## src/rtl/evcap_pkg.sv

```systemverilog
package evcap_pkg;
  localparam int DW     = 16;
  localparam int AW     = 6;
  localparam int CNT_W  = 8;

  localparam logic [AW-1:0] A_CODE0 = 6'h10;
  localparam logic [AW-1:0] A_ARM   = 6'h20;
  localparam logic [AW-1:0] A_STAT  = 6'h21;
  localparam logic [AW-1:0] A_LAST  = 6'h22;
  localparam logic [AW-1:0] A_CNT   = 6'h23;
  localparam logic [AW-1:0] A_CTL   = 6'h24;
  localparam logic [AW-1:0] A_TSCFG = 6'h25;
  localparam logic [AW-1:0] A_TS0   = 6'h26;

  // status word bit positions
  localparam int SB_PEND = 8;
  localparam int SB_FAC  = 9;
  localparam int SB_LVL  = 10;
  localparam int SB_IAC  = 13;
  localparam int SB_EN   = 14;

  // saturating up/down step of the pending-event count
  function automatic logic [CNT_W-1:0] sat_step(input logic [CNT_W-1:0] c,
                                                input logic inc, input logic dec);
    logic [CNT_W-1:0] top;
    top = '1;
    if (inc && !dec) return (c == top) ? c : c + 1'b1;
    if (dec && !inc) return (c == '0) ? c : c - 1'b1;
    return c;
  endfunction
endpackage

```

## src/rtl/evt_found_map.sv

```systemverilog
module evt_found_map #(
  parameter int CODE_W = 8,
  parameter int DW     = 16,
  localparam int NCODES = 1 << CODE_W,
  localparam int NWORDS = NCODES / DW,
  localparam int WIX_W  = $clog2(NWORDS)
) (
  input  logic              clk,
  input  logic              rst_n,
  input  logic              evt_valid,
  input  logic [CODE_W-1:0] evt_code,
  input  logic              clr_en,
  input  logic [WIX_W-1:0]  clr_word,
  input  logic [DW-1:0]     clr_mask,
  input  logic [WIX_W-1:0]  rd_word,
  output logic [DW-1:0]     rd_val
);
  logic [NCODES-1:0] flags;
  logic [NCODES-1:0] set_vec;
  logic [NCODES-1:0] clr_vec;

  always_comb begin
    set_vec = '0;
    if (evt_valid) set_vec[evt_code] = 1'b1;
  end

  for (genvar w = 0; w < NWORDS; w++) begin : g_clr
    assign clr_vec[w*DW +: DW] = (clr_en && clr_word == WIX_W'(w)) ? clr_mask : '0;
  end

  always_ff @(posedge clk) begin
    if (!rst_n) flags <= '0;
    else        flags <= (flags & ~clr_vec) | set_vec;
  end

  assign rd_val = flags[rd_word*DW +: DW];

  AST_FOUND_STICKY: assert property (@(posedge clk) disable iff (!rst_n)
    !clr_en |=> ((flags & $past(flags)) == $past(flags)));
  AST_FOUND_SET: assert property (@(posedge clk) disable iff (!rst_n)
    evt_valid |=> flags[$past(evt_code)]);
endmodule

```

## src/rtl/evt_match_table.sv

```systemverilog
module evt_match_table #(
  parameter int NSLOT  = 16,
  parameter int CODE_W = 8,
  localparam int SIX_W = $clog2(NSLOT)
) (
  input  logic              clk,
  input  logic              rst_n,
  input  logic              code_we,
  input  logic [SIX_W-1:0]  code_idx,
  input  logic [CODE_W-1:0] code_wd,
  input  logic              arm_we,
  input  logic [NSLOT-1:0]  arm_wd,
  input  logic              evt_valid,
  input  logic [CODE_W-1:0] evt_code,
  input  logic [SIX_W-1:0]  rd_idx,
  output logic [CODE_W-1:0] rd_code,
  output logic [NSLOT-1:0]  arm_q,
  output logic              match_o
);
  logic [CODE_W-1:0] codes [NSLOT];
  logic [NSLOT-1:0]  eq;

  for (genvar s = 0; s < NSLOT; s++) begin : g_slot
    always_ff @(posedge clk) begin
      if (!rst_n)                                codes[s] <= '0;
      else if (code_we && code_idx == SIX_W'(s)) codes[s] <= code_wd;
    end
    assign eq[s] = (codes[s] == evt_code);
  end

  always_ff @(posedge clk) begin
    if (!rst_n)      arm_q <= '0;
    else if (arm_we) arm_q <= arm_wd;
  end

  assign match_o = evt_valid && |(eq & arm_q);
  assign rd_code = codes[rd_idx];

  AST_NO_MATCH_UNARMED: assert property (@(posedge clk) disable iff (!rst_n)
    (arm_q == '0) |-> !match_o);
endmodule

```

## src/rtl/evt_irq_ctrl.sv

```systemverilog
module evt_irq_ctrl
  import evcap_pkg::*;
#(
  parameter int CODE_W = 8
) (
  input  logic              clk,
  input  logic              rst_n,
  input  logic              match_i,
  input  logic [CODE_W-1:0] evt_code,
  input  logic              stat_we,
  input  logic [DW-1:0]     stat_wd,
  input  logic              ctl_clr,
  input  logic              rd_stat,
  input  logic              rd_last,
  output logic [DW-1:0]     stat_q,
  output logic [CODE_W-1:0] last_q,
  output logic [CNT_W-1:0]  cnt_q,
  output logic              hit_o,
  output logic              irq_o,
  output logic [2:0]        irq_level_o
);
  logic [7:0] vec;
  logic [2:0] lvl;
  logic       pend, fac, iac, en;
  logic       pend_clr;

  assign hit_o    = match_i && en;
  assign pend_clr = ctl_clr || (rd_stat && fac) || (rd_last && iac);

  always_ff @(posedge clk) begin
    if (!rst_n) begin
      vec <= '0; lvl <= '0; pend <= 1'b0; fac <= 1'b0; iac <= 1'b0; en <= 1'b0;
      last_q <= '0; cnt_q <= '0;
    end else begin
      if (stat_we) begin
        vec <= stat_wd[7:0];
        fac <= stat_wd[SB_FAC];
        lvl <= stat_wd[SB_LVL +: 3];
        iac <= stat_wd[SB_IAC];
        en  <= stat_wd[SB_EN];
      end
      if (hit_o)         pend <= 1'b1;
      else if (pend_clr) pend <= 1'b0;
      if (hit_o) last_q <= evt_code;
      cnt_q <= sat_step(cnt_q, hit_o, rd_last);
    end
  end

  assign stat_q      = {1'b0, en, iac, lvl, fac, pend, vec};
  assign irq_o       = pend && en;
  assign irq_level_o = irq_o ? lvl : 3'd0;

  AST_PEND_ON_HIT: assert property (@(posedge clk) disable iff (!rst_n)
    hit_o |=> pend);
  AST_CNT_SAT: assert property (@(posedge clk) disable iff (!rst_n)
    (cnt_q == '1 && hit_o && !rd_last) |=> cnt_q == '1);
  AST_CNT_DEC: assert property (@(posedge clk) disable iff (!rst_n)
    (rd_last && !hit_o && cnt_q != '0) |=> cnt_q == $past(cnt_q) - 1'b1);
  AST_LEVEL_QUIET: assert property (@(posedge clk) disable iff (!rst_n)
    !irq_o |-> irq_level_o == 3'd0);
  AST_CTL_CLEAR: assert property (@(posedge clk) disable iff (!rst_n)
    (ctl_clr && !hit_o) |=> !pend);
endmodule

```

## src/rtl/evt_ts_latch.sv

```systemverilog
module evt_ts_latch #(
  parameter int CODE_W = 8,
  parameter int TS_W   = 64,
  parameter int DW     = 16,
  localparam int NW    = TS_W / DW,
  localparam int WIX_W = $clog2(NW)
) (
  input  logic              clk,
  input  logic              rst_n,
  input  logic              cfg_we,
  input  logic [DW-1:0]     cfg_wd,
  input  logic              evt_valid,
  input  logic [CODE_W-1:0] evt_code,
  input  logic [TS_W-1:0]   ts_in,
  input  logic [WIX_W-1:0]  rd_word,
  output logic [DW-1:0]     cfg_q,
  output logic [DW-1:0]     rd_val
);
  logic [CODE_W-1:0] ts_code;
  logic              ts_en;
  logic [TS_W-1:0]   ts_q;
  logic              ts_hit;

  assign ts_hit = evt_valid && ts_en && (evt_code == ts_code);

  always_ff @(posedge clk) begin
    if (!rst_n) begin
      ts_code <= '0; ts_en <= 1'b0; ts_q <= '0;
    end else begin
      if (cfg_we) begin
        ts_code <= cfg_wd[CODE_W-1:0];
        ts_en   <= cfg_wd[CODE_W];
      end
      if (ts_hit) ts_q <= ts_in;
    end
  end

  assign cfg_q  = DW'({ts_en, ts_code});
  assign rd_val = ts_q[rd_word*DW +: DW];

  AST_TS_CAPTURE: assert property (@(posedge clk) disable iff (!rst_n)
    ts_hit |=> ts_q == $past(ts_in));
  AST_TS_HOLD: assert property (@(posedge clk) disable iff (!rst_n)
    !ts_hit |=> $stable(ts_q));
endmodule

```

## src/rtl/evt_capture_irq.sv

```systemverilog
module evt_capture_irq
  import evcap_pkg::*;
#(
  parameter int CODE_W = 8,
  parameter int NSLOT  = 16,
  parameter int TS_W   = 64,
  localparam int FW_W  = $clog2((1 << CODE_W) / DW),
  localparam int SIX_W = $clog2(NSLOT),
  localparam int TW_W  = $clog2(TS_W / DW)
) (
  input  logic              clk,
  input  logic              rst_n,
  input  logic              evt_valid,
  input  logic [CODE_W-1:0] evt_code,
  input  logic [TS_W-1:0]   ts_in,
  input  logic              wr_en,
  input  logic [AW-1:0]     wr_addr,
  input  logic [DW-1:0]     wr_data,
  input  logic              rd_en,
  input  logic [AW-1:0]     rd_addr,
  output logic [DW-1:0]     rd_data,
  output logic              irq_o,
  output logic [2:0]        irq_level_o
);
  // write decode
  logic wr_found, wr_code, wr_arm, wr_stat, wr_ctl, wr_tscfg;
  assign wr_found = wr_en && (wr_addr[AW-1:FW_W] == '0);
  assign wr_code  = wr_en && (wr_addr[AW-1:SIX_W] == A_CODE0[AW-1:SIX_W]);
  assign wr_arm   = wr_en && (wr_addr == A_ARM);
  assign wr_stat  = wr_en && (wr_addr == A_STAT);
  assign wr_ctl   = wr_en && (wr_addr == A_CTL) && wr_data[0];
  assign wr_tscfg = wr_en && (wr_addr == A_TSCFG);

  // read side effects
  logic rd_stat, rd_last;
  assign rd_stat = rd_en && (rd_addr == A_STAT);
  assign rd_last = rd_en && (rd_addr == A_LAST);

  logic [DW-1:0]     found_rd, stat_q, tscfg_q, ts_rd;
  logic [CODE_W-1:0] code_rd, last_q;
  logic [NSLOT-1:0]  arm_q;
  logic [CNT_W-1:0]  cnt_q;
  logic              match, hit;
  logic [AW-1:0]     ts_off;
  assign ts_off = rd_addr - A_TS0;

  evt_found_map #(.CODE_W(CODE_W), .DW(DW)) found_i (
    .clk(clk), .rst_n(rst_n), .evt_valid(evt_valid), .evt_code(evt_code),
    .clr_en(wr_found), .clr_word(wr_addr[FW_W-1:0]), .clr_mask(wr_data),
    .rd_word(rd_addr[FW_W-1:0]), .rd_val(found_rd));

  evt_match_table #(.NSLOT(NSLOT), .CODE_W(CODE_W)) match_i (
    .clk(clk), .rst_n(rst_n), .code_we(wr_code), .code_idx(wr_addr[SIX_W-1:0]),
    .code_wd(wr_data[CODE_W-1:0]), .arm_we(wr_arm), .arm_wd(wr_data[NSLOT-1:0]),
    .evt_valid(evt_valid), .evt_code(evt_code), .rd_idx(rd_addr[SIX_W-1:0]),
    .rd_code(code_rd), .arm_q(arm_q), .match_o(match));

  evt_irq_ctrl #(.CODE_W(CODE_W)) irq_i (
    .clk(clk), .rst_n(rst_n), .match_i(match), .evt_code(evt_code),
    .stat_we(wr_stat), .stat_wd(wr_data), .ctl_clr(wr_ctl),
    .rd_stat(rd_stat), .rd_last(rd_last), .stat_q(stat_q), .last_q(last_q),
    .cnt_q(cnt_q), .hit_o(hit), .irq_o(irq_o), .irq_level_o(irq_level_o));

  evt_ts_latch #(.CODE_W(CODE_W), .TS_W(TS_W), .DW(DW)) ts_i (
    .clk(clk), .rst_n(rst_n), .cfg_we(wr_tscfg), .cfg_wd(wr_data),
    .evt_valid(evt_valid), .evt_code(evt_code), .ts_in(ts_in),
    .rd_word(ts_off[TW_W-1:0]), .cfg_q(tscfg_q), .rd_val(ts_rd));

  // read mux
  logic [DW-1:0] rd_next;
  always_comb begin
    rd_next = '0;
    if (rd_addr[AW-1:FW_W] == '0)                          rd_next = found_rd;
    else if (rd_addr[AW-1:SIX_W] == A_CODE0[AW-1:SIX_W])   rd_next = DW'(code_rd);
    else if (rd_addr == A_ARM)                             rd_next = DW'(arm_q);
    else if (rd_addr == A_STAT)                            rd_next = stat_q;
    else if (rd_addr == A_LAST)                            rd_next = DW'(last_q);
    else if (rd_addr == A_CNT)                             rd_next = DW'(cnt_q);
    else if (rd_addr == A_TSCFG)                           rd_next = tscfg_q;
    else if (rd_addr >= A_TS0 && ts_off < AW'(TS_W / DW))  rd_next = ts_rd;
  end

  always_ff @(posedge clk) begin
    if (!rst_n)     rd_data <= '0;
    else if (rd_en) rd_data <= rd_next;
  end

  AST_IRQ_NEEDS_PEND: assert property (@(posedge clk) disable iff (!rst_n)
    irq_o |-> stat_q[SB_PEND] && stat_q[SB_EN]);
  AST_HIT_RAISES_IRQ: assert property (@(posedge clk) disable iff (!rst_n)
    hit |=> irq_o);
endmodule

```

## config.mk

```make
export PLATFORM = sky130hd
export DESIGN_NAME = evt_capture_irq
export DESIGN_NICKNAME = d
export VERILOG_FILES = /design/src/rtl/evcap_pkg.sv /design/src/rtl/evt_found_map.sv /design/src/rtl/evt_match_table.sv /design/src/rtl/evt_irq_ctrl.sv /design/src/rtl/evt_ts_latch.sv /design/src/rtl/evt_capture_irq.sv
export SDC_FILE = /design/constraint.sdc
export NUM_CORES = 1
export LEC_CHECK = 0
export BUFFER_PORTS_ARGS = -buffer_cell sky130_fd_sc_hd__buf_2
export CELL_PAD_IN_SITES_DETAIL_PLACEMENT = 1
export CELL_PAD_IN_SITES_GLOBAL_PLACEMENT = 2
export CORE_ASPECT_RATIO = 2
export CORE_MARGIN = 1.5
export CORE_UTILIZATION = 40
export DETAILED_ROUTE_END_ITERATION = 10
export MAX_ROUTING_LAYER = met4
export PLACE_DENSITY = 0.88
export RECOVER_POWER = 100
export SYNTH_ARGS = -nofsm -noshare
export SYNTH_HDL_FRONTEND = slang
export SYNTH_HIERARCHICAL = 1
export SYNTH_SLANG_ARGS = --single-unit
```

## constraint.sdc

```tcl
create_clock -name clk -period 4.42 [get_ports clk]
set_input_delay 0.663 -clock clk [delete_from_list [all_inputs] [get_ports clk]]
set_output_delay 0.663 -clock clk [all_outputs]
set_load 0.1 [all_outputs]
```

**Word level (Yosys, flattened, before mapping)**

Memory sizes are Yosys's and may differ from the RTL's.
Index checks and enable logic that the tools add are counted.
W data, S select, Z words.

- Add/sub/neg operators: 3
- Bitwise gates (word level): 20
- Muxes and demuxes: 106
- $lt $le $gt $ge: 4
- Shift operators: 2
- Reductions and logical operators: 64
- Equal/unequal tests: 45

Operators by type and width:

| operator | count |
|---|---|
| $mux W16 | 24 |
| $and A256 B256 Y256 | 1 |
| $mux W256 | 1 |
| $not A256 Y256 | 1 |
| $or A256 B256 Y256 | 1 |
| $shiftx A256 B9 Y16 | 1 |
| $mux W8 | 22 |
| $eq A8 B8 Y1 | 17 |
| $shiftx A64 B7 Y16 | 1 |
| $mux W1 | 57 |
| $eq A6 B6 Y1 const B | 9 |
| $logic_and A1 B1 Y1 | 52 |
| $eq A4 B4 Y1 const B | 8 |
| $and A16 B16 Y16 | 1 |
| $eq A4 B3 Y1 const B | 4 |
| $or A1 B1 Y1 | 16 |
| $reduce_or A16 Y1 | 1 |
| $lt A8 B9 Y1 const B | 1 |
| $add A8 B1 Y8 const B | 1 |
| $demux W1 S8 | 1 |
| $eq A4 B2 Y1 const B | 2 |
| $eq A8 B8 Y1 const B | 1 |
| $ge A8 B1 Y1 const B | 1 |
| $logic_not A8 Y1 | 1 |
| other kinds (14) | 19 |

- Memory bits (writable): 128
- Logic and storage cells: 259
- Bits in registers: 392
- Memories: 1
- Input bits: 105

Memories:

| memory | depth | width | rd ports | clocked after Yosys merged registers in | wr ports | line | RTL |
|---|---|---|---|---|---|---|---|
| match_i.codes | 16 | 8 | 17 | 0 | 16 | evt_match_table.sv:20 | `logic [CODE_W-1:0] codes [NSLOT];` |

**Logic depth before layout (Yosys ltp)**

Gate-level depths: netlist of run 1.
An unclocked memory read counts as a cell.

- Depth in word-level cells: 13
- Gate-level depth with buffers: 16
- Mapped depth without buffers: 13

**Modules after synthesis**

The synthesis of run 1 kept the hierarchy.

Modules (own cells, without submodules):

| module | cells an instance | instances | area each (sq um) |
|---|---|---|---|
| evt_found_map | 1602 | 1 | 13918.3 |
| evt_match_table | 609 | 1 | 8132.8 |
| evt_ts_latch | 347 | 1 | 3430.8 |
| evt_capture_irq | 304 | 1 | 2113.3 |
| evt_irq_ctrl | 188 | 1 | 1656.6 |

**Least setup slack after synthesis of run 1**

OpenSTA, ideal clock, no wires.

- Kind: input-to-reg
- From: input port evt_code[4]
- To: register irq_i.cnt_q[7]
- Buffers on the path: 3
- Stages on the path: 15
- Path slack: 0.963 ns
- Data arrival time: 3.382 ns
- Cell sequence: buf_2 buf_4 xor2_1 nor3_1 nand4_1 o41ai_1 nor4_1 a41oi_1 nand2_1 clkbuf_1 ha_1 nor2b_1 nand2b_1 or4_1 a31oi_1

- Word-level cells in the longest chain between the ends: 12
- Elaborated cells on any way between the ends: 34

Ends and longest elaborated chain:

| item | line | RTL |
|---|---|---|
| start: declaration | evt_capture_irq.sv:14 | `input logic [CODE_W-1:0] evt_code,` |
| $eq A8 B8 Y1 | evt_match_table.sv:28 | `assign eq[s] = (codes[s] == evt_code);` |
| $and A16 B16 Y16 * | evt_match_table.sv:36 | `assign match_o = evt_valid && \|(eq & arm_q);` |
| $reduce_or A16 Y1 * | evt_match_table.sv:36 |  |
| $logic_and A1 B1 Y1 * | evt_match_table.sv:36 |  |
| net match | evt_capture_irq.sv:43 | `logic match, hit;` |
| $logic_and A1 B1 Y1 * | evt_irq_ctrl.sv:27 | `assign hit_o = match_i && en;` |
| $logic_not A1 Y1 | evcap_pkg.sv:28 | `if (dec && !inc) return (c == '0) ? c : c - 1'b1;` |
| $logic_and A1 B1 Y1 | evcap_pkg.sv:28 |  |
| $mux W1 (2 in series) | evcap_pkg.sv:28 |  |
| $mux W1 | evt_irq_ctrl.sv:31 | `if (!rst_n) begin` |
| $reduce_bool A2 Y1 (no line) | - |  |
| $reduce_and A2 Y1 (no line) | - |  |
| end signal: assignment | evt_irq_ctrl.sv:45 | `cnt_q <= sat_step(cnt_q, hit_o, rd_last);` |
| end: declaration | evt_irq_ctrl.sv:17 | `output logic [CNT_W-1:0] cnt_q,` |

Mark *: on every way through the listed nets, which the timed path passes. The rest lies on a longest branch. The select of a mux whose other input is x is not followed.
A chain may end at the register's enable or synchronous reset.

**Worst setup path after layout of run 1**

- From: input port evt_code[0]
- To: register irq_i.cnt_q[1]

Same word-level chain as after synthesis.

==> results of run 1 <==
synth_stat cells (26+ instances only):
cell,n
nor2b_1,35
xnor2_1,26
inv_1,258
a21boi_0,28
dfxtp_1,392
mux4_1,28
nand4_1,48
nor4_1,26
nor2_1,55
a31oi_1,196
o21a_1,228
a22oi_1,34
clkbuf_1,192
buf_1,33
mux2i_1,114
o31a_1,34
edfxtp_1,128
nor3_1,238
nand2_1,201
buf_2,61
xor2_1,112
o31ai_1,47
and2_1,135
mux4_2,92
worst max-delay path by stage:
stage	startpoint	end	depth (start not counted)
6_report	evt_code[0]	irq_i/cnt_q[1]	16
5_1_grt	evt_code[0]	irq_i/cnt_q[0]	17
4_1_cts	evt_code[0]	irq_i/cnt_q[1]	16
3_5_place_dp	evt_code[0]	irq_i/cnt_q[1]	16
3_3_place_gp	evt_code[0]	irq_i/cnt_q[6]	17
2_1_floorplan	evt_code[4]	irq_i/cnt_q[7]	15
cells by family after synthesis:
kind of cell	count (synthesis)
DFF	520
and+or+nand+nor	872
xor gates and xnor gates	138
AOI/OAI and AO/OA	685
muxes	235
adders and majority gates	6
buffers and inverters	592
other	2
tightest hold or removal path, delay by kind of cell:
family,cells,cell delay [ns]
multiplexers,1,0.05
buffers and inverters,1,0.09
AND/OR/NAND/NOR,1,0.04
stage by stage:
stage                     hold WS, ns  setup WS (ns)  utilization  std cells  cell area (µm²)
after floorplan                0.4348         0.9626            -       3056            29270
after global placement         0.4426         0.3638       0.4210       3898            30530
after detailed placement       0.4500         0.1289       0.4210       3898            30530
after CTS                      0.2406         0.7988       0.4452       3989            32280
after global routing           0.2568         0.2822       0.4433       3995            32150
final                          0.2630         0.3780       0.4434       3996            32150
sequential cells by signal, indices dropped and copies added, names as in the netlist, 3 cells and up:
| register | cells |
|---|---|
| irq_i/last_q | 8 |
| rd_data | 16 |
| ts_i/ts_q | 64 |
| match_i/arm_q | 16 |
| irq_i/cnt_q | 8 |
| irq_i/lvl | 3 |
| match_i/codes | 128 |
| irq_i/vec | 8 |
| found_i/flags | 256 |
| ts_i/ts_code | 8 |
metal layers:
layer,up-vias,wire length [µm],part of all wire
met1,12440,40470,0.35
met5,-,0,0
li1,10940,-,-
met3,399,5731,0.050
met2,881,59570,0.52
met4,0,9113,0.079
area by class of cell:
type,count,area (µm²),share of cell area
diodes,7,17.52,0.0005448
clock buffers,67,1375,0.04277
clock inverters,24,377.9,0.01175
inverters,261,979.7,0.03047
multi-input cells,1944,15040,0.4676
flip-flops and latches,520,11690,0.3636
well taps,923,1155,0.03592
repair buffers,250,1520,0.04728
where the power goes:
part           internal (mW)  total [mW]  switching (mW)
Clock                   2.72        4.74            2.02
Sequential              4.94        5.03          0.0882
Combinational          0.331        1.14           0.804
Total                   8.00        10.9            2.92
==> impl_metrics.yaml, run 1 <==
critical_path:
  reg2reg_depth: 14
  cp_cell_sequence: "buf_2 > clkbuf_1 > xor2_1 > nor4_1 > nand3_1 > nor4_1 > a31oi_1 > a41oi_1 > clkbuf_1 > nand2_1 > clkbuf_4 > ha_1 > nor2b_1 > a311oi_2 > mux2i_1 > a211oi_2"
  crit_family: "buffers and inverters"
  cp_max_fo: 13
  path_buf_inv: 4
  r2r_slack_ns: 0.56
  startpoint_type: "input port"
  slowest_delay_ns: 0.47
  end_kind: "register"
  crit_arrival_ns: 4.59
  slowest_stage: "buf_2"
  crit_required_ns: 4.97
  rr_endpoint: "irq_i/cnt_q[1]"
  path_class: "input port to register"
  timing.rr.start: "match_i/codes[5][3]"
floorplanning:
  core_mm2: 0.07252
  placementRows: 140
  die_area_mm2: 0.07486
  die_w_um: 194.2
  io_pins: 125
  start_util: 0.4034
  fp.dieH_um: 385.4
clock_network:
  worstSkewPairLatency_ns: 0.65
  post-cts-setup-buffers: 0
  cts_tree: "done"
  cts_sinks: 520
  post_cts_resized: 0
  root_buffer: "clkbuf_16"
  ctsHoldBuffers: 0
  htree_levels: 2
  cts_made_buffers: 50
  clockBufferDepth: 3
  clk_pin_slew_ns: 0.07
timing:
  finalSetupTns_ns: 0
  setup_viol: 0
  slew_headroom: -0.3661
  tightest_slew_ns: 2.049
  finClkSkew_ns: 0.01832
  rsz0062_at_grt: "no"
  hold_viol: 0
  drv_slew: 401
  fin_crit_ns: 4.042
  post-route-period-util: 0.9145
  max_freq_ghz: 0.2474
finish:
  fillCellCount: 8258
  drive_gt1_frac: 0.1367
  final_nets: 3138
  final_common_cell: "dfxtp_1"
  most-common-layout-cells: "dfxtp_1, inv_1, nor3_1"
  syn2layout_area_growth_pct: 9.915
drt:
  drt_iter0_markers: 1740
  vias: 24660
  viasPerCell: 6.171
  postRouteAntennaNets: 0
  drtPass1Iterations: 8
  totalWireLength_mm: 114.9
  wl_per_cell_um: 28.75
  drc: 26
synth:
  synth_top_area_share: 0.2683
  synth_edf_count: 128
  ys_seq_area_frac: 0.3997
  synth_top_cell_by_area: "dfxtp_1"
  synth_top_family_by_area: "compound AO/OA/AOI/OAI gates"
  synth-compound-area-share: 0.1690
  synth.area.top_cells: "dfxtp_1, edfxtp_1, mux4_2"
  synthSimpleGateAreaFrac: 0.1634
  yosys.area_share.adder: 0.002566
  synth_xor_area_frac: 0.04132
  synth_cell_type_count: 81
  syn_area_per_cell_um2: 9.591
  synth_ff_type: "dfxtp_1"
  ys_warn_count: 6
  synthesis.instances: 3050
  netlist_area_mm2: 0.02925
  synth_seq_cells: 520
  synth_mux_area_frac: 0.1354
  synthArstFlopShare: 0
global_routing:
  busiest_layer: "met2"
  grt_first_pass_wirelength_mm: 169.3
  groute.layer.met2.usage: 0.5558
  track_usage: 0.3128
  gr-usage-met1: 0.3134
  grt_antenna_before_repair: 6
  use_met3: 0.04687
  grt_max_degree: 203
  first_global_vias: 26540
  grt_overflow: 0
outcome:
  violations: "DRC, capacitance limit, slew limit"
  status: "complete, but fails checks"
hold_path:
  hp-class: "input port to register"
  min_to: "ts_i/ts_q[39]"
  min_path_cells: 3
  worstHoldStart: "ts_in[39]"
power:
  power-per-cell-area_mw_per_mm2: 339.4
  ir_drop_v: 0.0002383
  leakagePower_nw: 11.22
  power_mw: 10.91
place:
  hpwl_mm: 79.66
  numPortBuffers: 124
  gp_congestion: 1.001
run:
  drv_cap: 8
Power figures use the tool's default switching activity.
==> run 2, diff against run 1 <==
Clock period 4.42 ns to 4.25 ns, I/O delays scaled along.
==> run 2 against run 1 <==
The run still ends with DRC, capacitance limit, slew limit left. Register-to-register slack lost 0.16 ns. Global-route usage is 0.19 points higher. Combinational power rose by 4%. Critical path depth stayed put. First-iteration DRC count is 4.8% lower. Setup slack got worse by 0.026 ns. Non-clock buffer count decreased by 6. Via count increased by 0.19%. Sequential power is 4.2% higher. Sequential share of layout area grew 0.15 points. Sequential cell count unchanged. Largest cell class unchanged. Highest routed layer unchanged.
==> impl_metrics.yaml, run 2 (synthesis results as in run 1) <==
clock_network:
  cts_tree: "done"
  clk_pin_slew_ns: 0.07
  root_buffer: "clkbuf_16"
  post_cts_resized: 0
  cts_sinks: 520
  post-cts-setup-buffers: 0
  ctsHoldBuffers: 0
  worstSkewPairLatency_ns: 0.65
  clockBufferDepth: 3
  cts_made_buffers: 50
  htree_levels: 2
critical_path:
  path_buf_inv: 4
  slowest_delay_ns: 0.55
  startpoint_type: "input port"
  slowest_stage: "a2111oi_0"
  r2r_slack_ns: 0.40
  reg2reg_depth: 15
  path_class: "input port to register"
  crit_family: "compound AO/OA/AOI/OAI gates"
  crit_required_ns: 4.82
  end_kind: "register"
  rr_endpoint: "irq_i/cnt_q[6]"
  cp_cell_sequence: "buf_2 > xor2_1 > nor4_1 > nand3_1 > o41ai_1 > nor4_1 > a41oi_1 > buf_4 > nand2_1 > clkbuf_1 > clkinv_1 > ha_1 > nand2b_1 > nand4_1 > a2111oi_0 > o21a_1"
  crit_top_cell: "nor4_1"
  cp_max_fo: 13
  crit_arrival_ns: 4.47
  timing.rr.start: "match_i/codes[6][5]"
power:
  leakagePower_nw: 11.17
  ir_drop_v: 0.0002767
  power-per-cell-area_mw_per_mm2: 344.9
drt:
  drc: 26
  totalWireLength_mm: 115.4
  drtPass1Iterations: 8
  postRouteAntennaNets: 0
  vias: 24710
  wl_per_cell_um: 28.94
  viasPerCell: 6.195
  drt_iter0_markers: 1656
floorplanning:
  placementRows: 140
  fp.dieH_um: 385.4
  start_util: 0.4034
  io_pins: 125
  core_mm2: 0.07252
  die_area_mm2: 0.07486
  die_w_um: 194.2
run:
  drv_cap: 9
finish:
  regMostFlops: "found_i/flags"
  reg_top3: "found_i/flags x256, match_i/codes x128, ts_i/ts_q x64"
  most-common-layout-cells: "dfxtp_1, inv_1, nor3_1"
  final_nets: 3132
  final_common_cell: "dfxtp_1"
  instances_no_fill: 3988
  fillCellCount: 8223
  syn2layout_area_growth_pct: 9.470
  largest_register_ffs: 256
  fin_util: 0.4416
  drive_gt1_frac: 0.1336
global_routing:
  track_usage: 0.3147
  grt_overflow: 0
  grt_first_pass_wirelength_mm: 171.3
  first_global_vias: 26850
  grt_max_degree: 111
  grt_antenna_before_repair: 4
timing:
  tightest_slew_ns: 2.339
  drv_slew: 351
  hold_viol: 0
  fin_crit_ns: 3.898
  slew_headroom: -0.5595
  rsz0062_at_grt: "no"
  setup_viol: 0
  max_freq_ghz: 0.2566
  finClkSkew_ns: 0.03404
  post-route-period-util: 0.9171
place:
  dpl.cell_count: 3892
  hpwl_mm: 78.79
  numPortBuffers: 124
  gp_congestion: 0.9604
outcome:
  violations: "DRC, capacitance limit, slew limit"
  status: "complete, but fails checks"
hold_path:
  min_path_cells: 3
  worstHoldStart: "ts_in[15]"
  hp-class: "input port to register"
  min_to: "ts_i/ts_q[15]"
run 2: how the worst max path moves through the flow:
| stage | cells after the start | start | to |
|---|---|---|---|
| final | 16 | evt_code[5] | irq_i/cnt_q[6] |
| after detailed placement | 15 | evt_code[5] | irq_i/cnt_q[7] |
| after global routing | 19 | evt_code[1] | irq_i/cnt_q[7] |
| after floorplan | 15 | evt_code[4] | irq_i/cnt_q[7] |
| after global placement | 15 | evt_code[5] | irq_i/cnt_q[7] |
| after CTS | 16 | evt_code[5] | irq_i/cnt_q[6] |
run 2: final cells by class:
class / count / area (µm²) / share of cell area
Multi-Input combinational cell: 1944 / 15000 / 0.4683
Sequential cell: 520 / 11690 / 0.3651
Timing Repair Buffer: 244 / 1540 / 0.04810
Clock buffer: 73 / 1493 / 0.04661
Tap cell: 923 / 1155 / 0.03606
Inverter: 261 / 979.7 / 0.03059
Clock inverter: 19 / 157.7 / 0.004923
Antenna cell: 4 / 10.01 / 0.0003126
run 2: worst reg2reg max path: cells and delay by family (launching register included):
family                   cells  cell delay, ns
AO/OA/AOI/OAI                4            1.42
flip-flops                   1            0.41
XOR/XNOR                     1            0.18
AND/OR/NAND/NOR              6            1.16
adder cells (fa/ha/maj)      1            0.15
buffers and inverters        3            0.44
run 2: per-layer routing:
layer | global-route usage | share of wire | routed length, µm | vias to the layer above
met3 | 0.04276 | 0.045 | 5236 | 444
met2 | 0.5485 | 0.51 | 58720 | 855
met4 | 0.2381 | 0.085 | 9815 | 0
li1 | - | - | - | 10920
met1 | 0.3222 | 0.36 | 41650 | 12480
met5 | - | 0 | 0 | -
run 2: through the flow:
stage	setup WS, ns	total power, mW	instance area, µm²	hold WS (ns)	TNS [ns]
finish	0.3523	11.04	32020	0.2547	0
global route	0.2138	11.32	32020	0.2616	0
floorplan	0.8181	5.988	29270	0.4348	0
detailed placement	-0.1441	6.508	30550	0.4542	-0.3703
global placement	-0.1068	6.484	30550	0.4414	-0.3117
CTS	0.5037	11.12	32200	0.2328	0
run 2: report_power, final:
part	internal (mW)	switching (mW)	leakage, nW
clock network	2.56	2.07	0.813
registers	5.14	0.0954	4.37
logic	0.344	0.833	5.98
total	8.04	3.00	11.2
